**src/rtl/nvm_opctl_pkg.sv**
```systemverilog
// Package: shared field layout of the flash operation control byte.
// Assumes the bit positions below are fixed, because software decodes them.
package nvm_opctl_pkg;
    localparam int BIT_PROG  = 0;
    localparam int BIT_ERASE = 1;
    localparam int BIT_WHOLE = 2;
    localparam int BIT_HV    = 3;

    typedef struct packed {
        logic hv;
        logic whole;
        logic erase;
        logic prog;
    } ctl_bits_t;
endpackage

```
**src/rtl/nvm_opctl_regs.sv**
```systemverilog
// Module: stored control bits with write interlocks.
// Assumes at most one bus write per cycle. Reset is synchronous, active low.
module nvm_opctl_regs
    import nvm_opctl_pkg::*;
#(
    parameter int DATA_W = 8
) (
    input  logic              clk,
    input  logic              rst_n,
    input  logic              wr_hit,
    input  logic [DATA_W-1:0] wdata,
    output ctl_bits_t         bits,
    output logic              erase_set
);
    ctl_bits_t cur, nxt;
    logic w_p, w_e, n_p, n_e;

    // Purpose: work out the interlocked next value for a register write.
    always_comb begin
        w_p = wdata[BIT_PROG];
        w_e = wdata[BIT_ERASE];
        n_p = w_p & (cur.prog  | (~cur.erase & ~w_e));
        n_e = w_e & (cur.erase | (~cur.prog  & ~w_p));
        nxt = cur;
        if (wr_hit) begin
            nxt.prog  = n_p;
            nxt.erase = n_e;
            nxt.whole = wdata[BIT_WHOLE];
            nxt.hv    = wdata[BIT_HV] & (cur.prog | cur.erase) & (n_p | n_e);
        end
    end

    // Purpose: hold the control bits.
    always_ff @(posedge clk) begin
        if (!rst_n) cur <= '0;
        else        cur <= nxt;
    end

    assign bits      = cur;
    assign erase_set = wr_hit & n_e & ~cur.erase;

    a_r3_exclusive: assert property (@(posedge clk) disable iff (!rst_n)
        !(cur.prog && cur.erase));
    a_r5_hv_needs_op: assert property (@(posedge clk) disable iff (!rst_n)
        $rose(cur.hv) |-> $past(cur.prog || cur.erase));
    a_r6_hv_alone: assert property (@(posedge clk) disable iff (!rst_n)
        cur.hv |-> (cur.prog || cur.erase));
    a_r11_no_stray: assert property (@(posedge clk) disable iff (!rst_n)
        !wr_hit |=> $stable(cur));
endmodule

```
**src/rtl/nvm_opctl_page.sv**
```systemverilog
// Module: erase page latch. It arms when erase is newly selected and captures
// the page of the next array write. Assumes one write per cycle and that
// arming and capture never fall in the same cycle (they use different addresses).
module nvm_opctl_page #(
    parameter int          ADDR_W   = 16,
    parameter int          PAGE_LSB = 6,
    parameter logic [15:0] VEC_BASE = 16'hFFDC,
    localparam int         PAGE_W   = ADDR_W - PAGE_LSB,
    localparam int         ID_W     = PAGE_W + 1
) (
    input  logic              clk,
    input  logic              rst_n,
    input  logic              arm,
    input  logic              erase_on,
    input  logic              arr_wr,
    input  logic [ADDR_W-1:0] addr,
    output logic [ID_W-1:0]   page_id
);
    logic            armed;
    logic            cap;
    logic [ID_W-1:0] id_in;

    // Purpose: map a bus address to its page ID, with the vector tail as a dedicated page.
    always_comb begin
        if (addr >= ADDR_W'(VEC_BASE)) id_in = {1'b1, {PAGE_W{1'b0}}};
        else                           id_in = {1'b0, addr[ADDR_W-1:PAGE_LSB]};
        cap = armed & erase_on & arr_wr;
    end

    // Purpose: track whether a capture is pending.
    always_ff @(posedge clk) begin
        if (!rst_n)         armed <= 1'b0;
        else if (arm)       armed <= 1'b1;
        else if (!erase_on) armed <= 1'b0;
        else if (cap)       armed <= 1'b0;
    end

    // Purpose: latch the captured page ID.
    always_ff @(posedge clk) begin
        if (!rst_n)   page_id <= '0;
        else if (cap) page_id <= id_in;
    end

    a_r9_hold: assert property (@(posedge clk) disable iff (!rst_n)
        !cap |=> $stable(page_id));
    a_r9_once: assert property (@(posedge clk) disable iff (!rst_n)
        cap |=> !armed);
endmodule

```
**src/rtl/nvm_opctl_decode.sv**
```systemverilog
// Module: turns the stored bits into the pump enable and the one-hot mode strobes.
// Assumes the bits come from nvm_opctl_regs, so program and erase are exclusive.
module nvm_opctl_decode
    import nvm_opctl_pkg::*;
(
    input  logic      clk,
    input  logic      rst_n,
    input  ctl_bits_t bits,
    output logic      pump_en,
    output logic      m_prog,
    output logic      m_page,
    output logic      m_whole
);
    // Purpose: gate each mode with the high-voltage enable.
    always_comb begin
        pump_en = bits.hv;
        m_prog  = bits.hv & bits.prog;
        m_page  = bits.hv & bits.erase & ~bits.whole;
        m_whole = bits.hv & bits.erase &  bits.whole;
    end

    a_r8_onehot: assert property (@(posedge clk) disable iff (!rst_n)
        $onehot0({m_prog, m_page, m_whole}));
    a_r8_needs_pump: assert property (@(posedge clk) disable iff (!rst_n)
        (m_prog || m_page || m_whole) |-> pump_en);
endmodule

```
**src/rtl/nvm_opctl.sv**
```systemverilog
// Module: top of the flash operation control register. It decodes the register
// address and the array window, and wires the register, page latch and mode decode together.
// Assumes a combinational read path and one bus access per cycle.
module nvm_opctl
    import nvm_opctl_pkg::*;
#(
    parameter int          ADDR_W     = 16,
    parameter int          DATA_W     = 8,
    parameter logic [15:0] CTL_ADDR   = 16'hFE08,
    parameter logic [15:0] ARRAY_BASE = 16'hC000,
    parameter logic [15:0] VEC_BASE   = 16'hFFDC,
    parameter int          PAGE_LSB   = 6,
    localparam int         ID_W       = ADDR_W - PAGE_LSB + 1
) (
    input  logic              clk,
    input  logic              rst_n,
    input  logic [ADDR_W-1:0] bus_addr,
    input  logic [DATA_W-1:0] bus_wdata,
    input  logic              bus_we,
    output logic [DATA_W-1:0] bus_rdata,
    output logic              pump_en,
    output logic              mode_prog,
    output logic              mode_page_erase,
    output logic              mode_mass_erase,
    output logic [ID_W-1:0]   erase_page
);
    ctl_bits_t bits;
    logic      is_ctl, wr_hit, arr_wr, erase_set;

    // Purpose: decode the register address and the flash array window.
    always_comb begin
        is_ctl = (bus_addr == ADDR_W'(CTL_ADDR));
        wr_hit = bus_we & is_ctl;
        arr_wr = bus_we & ~is_ctl & (bus_addr >= ADDR_W'(ARRAY_BASE));
    end

    // Purpose: return the register byte at its address and zero elsewhere.
    always_comb begin
        bus_rdata = '0;
        if (is_ctl) bus_rdata[3:0] = bits;
    end

    nvm_opctl_regs #(.DATA_W(DATA_W)) u_regs (
        .clk(clk), .rst_n(rst_n), .wr_hit(wr_hit), .wdata(bus_wdata),
        .bits(bits), .erase_set(erase_set)
    );

    nvm_opctl_page #(.ADDR_W(ADDR_W), .PAGE_LSB(PAGE_LSB), .VEC_BASE(VEC_BASE)) u_page (
        .clk(clk), .rst_n(rst_n), .arm(erase_set), .erase_on(bits.erase),
        .arr_wr(arr_wr), .addr(bus_addr), .page_id(erase_page)
    );

    nvm_opctl_decode u_dec (
        .clk(clk), .rst_n(rst_n), .bits(bits), .pump_en(pump_en),
        .m_prog(mode_prog), .m_page(mode_page_erase), .m_whole(mode_mass_erase)
    );

    a_r2_read_zero: assert property (@(posedge clk) disable iff (!rst_n)
        !is_ctl |-> (bus_rdata == '0));
endmodule

```
**config.mk**
```make
export PLATFORM = sky130hd
export DESIGN_NAME = nvm_opctl
export DESIGN_NICKNAME = d
export VERILOG_FILES = /design/src/rtl/nvm_opctl_pkg.sv /design/src/rtl/nvm_opctl_regs.sv /design/src/rtl/nvm_opctl_page.sv /design/src/rtl/nvm_opctl_decode.sv /design/src/rtl/nvm_opctl.sv
export SDC_FILE = /design/constraint.sdc
export NUM_CORES = 1
export LEC_CHECK = 0
export ABC_CLOCK_PERIOD_IN_PS = 1350
export BUFFER_PORTS_ARGS = -buffer_cell sky130_fd_sc_hd__buf_2
export CAP_MARGIN = 15
export CORE_MARGIN = 4
export CORE_UTILIZATION = 40
export CTS_BUF_LIST = sky130_fd_sc_hd__clkbuf_4
export DETAILED_ROUTE_END_ITERATION = 8
export GPL_ROUTABILITY_DRIVEN = 0
export GPL_TIMING_DRIVEN = 0
export PLACE_DENSITY = 0.73
export SYNTH_ARGS = -nofsm -noshare
export SYNTH_HDL_FRONTEND = slang
export SYNTH_SLANG_ARGS = --single-unit
```
**constraint.sdc**
```tcl
create_clock -name clk -period 1.35 [get_ports clk]
set_input_delay 0.2025 -clock clk [delete_from_list [all_inputs] [get_ports clk]]
set_output_delay 0.2025 -clock clk [all_outputs]
set_load 0.05 [all_outputs]
```
==> impl_results.md <==
- Status: complete, but fails checks
- Failing checks: setup timing
- Sequential share of power: between 50% and 60%
- Top cells by area, synth: dfxtp_1, mux2i_1, nand3_1
- Largest net degree at the start of global routing: 11
- Area leader, netlist: dfxtp_1
- PD cells: 668 nW/um^2
- Worst-skew pair later-pin latency: 0.29 ns
- Initial core utilization: between 40% and 50%
- P&R area growth vs syn: 49.1%
- Arrival time at the worst endpoint: between 1 and 1.5 ns
- Final ANT Viol Nets: 0
- Internal: between 600 and 700 uW
- Gate power share: 15.3%
- DR iter-0 viols: 1
- Core area: around 2000 um^2
- Number of warnings issued by yosys: 0
- H-tree depth: 1
- Clk_skew: ~0.0057 ns
- First-pass GRT wire length: around 3.9 mm
- Final setup vio count: 4
- Fmax: approximately 0.67 GHz
- Drt pass-1 iters: 4
- Critical path launch point type: input pin
- Vias: about 910
- Nets: roughly 180
- Max Cap Viol: 0
- Drt wl/cell: 13.0 um
- Post-synthesis cell type count: 31
- Kind of critical path: input pin to primary output
- Post-route insts no fill: roughly 180
- End-of-flow core utilization: 64.3%
- DRT Wirelength: about 2.4 mm
- CTS tree: done
- Diode count: 0
- Seq/Total Area, Yosys: between 30% and 40%
- Share of cells above drive strength 1: 43.6%
- P_leak: roughly 0.66 nW
- DP HPWL: approximately 1.7 mm
- Cells after Synth: 106
- Die area: 2990 um^2
- Total grt overflow: 0
- Syn Area/Cell: roughly 8.2 um^2
- Hold Vio Cnt, Final: 0
- Final Power: 869 uW
- Initial antenna violation count: 0
- Crit path max fanout: 4
- Vias in the first global route: ~950
- Longest Clk Path Bufs: 2
- Root Driver: clkbuf_4
- Hold WC Path Type: input pin to flop
- Sw Share: about 27%
- Hold_ws: approximately 0.15 ns
- Worst-path clk slew: 0.09 ns
- CP endpoint kind: primary output
- GRT Overall Usage: between 10% and 20%
- Setup WS post-layout: -0.150 ns
- Clock power frac: between 30% and 40%
- Die Y: ~55 um
- Port buffer count: 40
- Final Critical Period: roughly 1.5 ns
- Period Utilization, post-route: 111%
- Crit path required time: roughly 1.2 ns
- DRC: 0
- Vias per cell: 4.99
- Synth Register Bits: 16
- CTS sink cnt: 16
- Post-synth top area share: 36.7%
- Die width: between 50 and 60 um
- Mapped Area: ~870 um^2
- RSZ-0062 raised after global routing: true
- Row count: 16
- CTS buffer count: 3
- Hold-fix buffers at CTS: 0
- Psw: between 200 and 250 uW
- # placed instances: 176
- VDD IR max: between 700 and 800 uV
- Boundary Pins: 50
- Max-slew violation count: 0
==> critical path, cell delays in order <==
cell,delay (ns)
buf_8,0.10
nor4b_4,0.32
and2_4,0.20
and3_4,0.19
and2_4,0.15
buf_8,0.14
==> layer usage <==
layer  vias to the layer above  routed length [um]  global-route usage [%]
met5                         -                   0                       0
met4                         0                  28                    6.22
met1                       409                 983                    19.8
met3                         3                 213                    5.18
met2                        37                1150                    33.5
li1                        465                   -                       -
==> cell type report <==
class,count,area (um^2)
clock inverters,1,3.75
clock buffers,3,22.5
flip-flops and latches,16,325
fillers,174,722
well taps,27,33.8
inverters,3,11.3
plain buffers,9,63.8
multi-input cells,81,553
repair buffers,43,287
==> cells by family after synthesis <==
logic type / synth area share [%]
AND/OR/NAND/NOR: 33.3
flip-flops: 36.7
multiplexers: 13.8
buffers and inverters: 8.18
AO/OA/AOI/OAI: 7.60
other: 0.430
==> power groups by stage <==
stage	registers [mW]	logic, mW	clock network [mW]
3_5_place_dp	0.483	0.116	0
4_1_cts	0.472	0.125	0.271
5_1_grt	0.470	0.147	0.296
3_3_place_gp	0.483	0.114	0
2_1_floorplan	0.483	0.0656	0
6_report	0.470	0.133	0.267
==> per-stage QoR <==
stage,setup slack [ns],TNS [ns],area (um^2)
after CTS,-0.135,-0.530,1260
after floorplan,0.0100,0,915
after global placement,-0.357,-4.63,1150
after global routing,-0.249,-1.25,1300
after detailed placement,-0.379,-4.96,1150
final,-0.150,-0.580,1300
==> worst paths after layout <==
| check | cells after the start | slack, ns | startpoint | endpoint |
|---|---|---|---|---|
| setup / recovery | 6 | -0.15 | bus_addr[8] | bus_rdata[2] |
| hold reg to reg | 2 | 0.46 | u_page.page_id[7]$_SDFFE_PN0P_ | u_page.page_id[7]$_SDFFE_PN0P_ |
| setup reg to reg | 5 | 0.20 | u_regs.bits[1]$_SDFFE_PN0P_ | u_page.page_id[9]$_SDFFE_PN0P_ |
| hold / removal | 3 | 0.15 | bus_wdata[2] | u_regs.bits[2]$_SDFFE_PN0P_ |
==> state kept, by name (all words and copies together) (netlist names) <==
signal	flops
u_regs.bits	4
u_page.page_id	11
u_page.armed	1
==> cell usage after synthesis <==
master / n
and4_4: 1
or2_1: 1
clkbuf_1: 3
dfxtp_1: 16
o21a_1: 1
nand4_1: 3
a41oi_1: 1
buf_4: 5
nor4b_1: 1
buf_6: 1
nand4b_1: 1
a211oi_1: 1
nor2_1: 5
a21oi_1: 1
inv_1: 3
and3_1: 3
o41ai_1: 1
nor2b_1: 1
or2_0: 1
mux2i_1: 12
nor3_1: 3
or4_1: 1
nor4_1: 1
a22o_1: 1
conb_1: 1
o21ai_1: 1
and2_1: 6
nand2_1: 16
a31oi_1: 1
a31o_1: 1
nand3_1: 12
==> cells in the final DEF (no fill, tap or decap), drive strengths merged, types with 2 or more instances in the layout <==
cell type / instances
buf: 48
nand2: 16
dfxtp: 16
mux2i: 12
nand3: 12
clkbuf: 7
and2: 6
nor2: 5
conb: 4
nand4: 3
inv: 3
nor3: 3
and3: 3
or2: 2
==> what timing repair did <==
| item | in CTS | in global routing |
|---|---|---|
| pin swaps | 2 | 4 |
| setup endpoints to repair | 16 | 16 |
| resized for setup | 23 | 6 |
| setup buffers | 1 | 2 |
No activity file was read; power rests on OpenSTA's default activity.
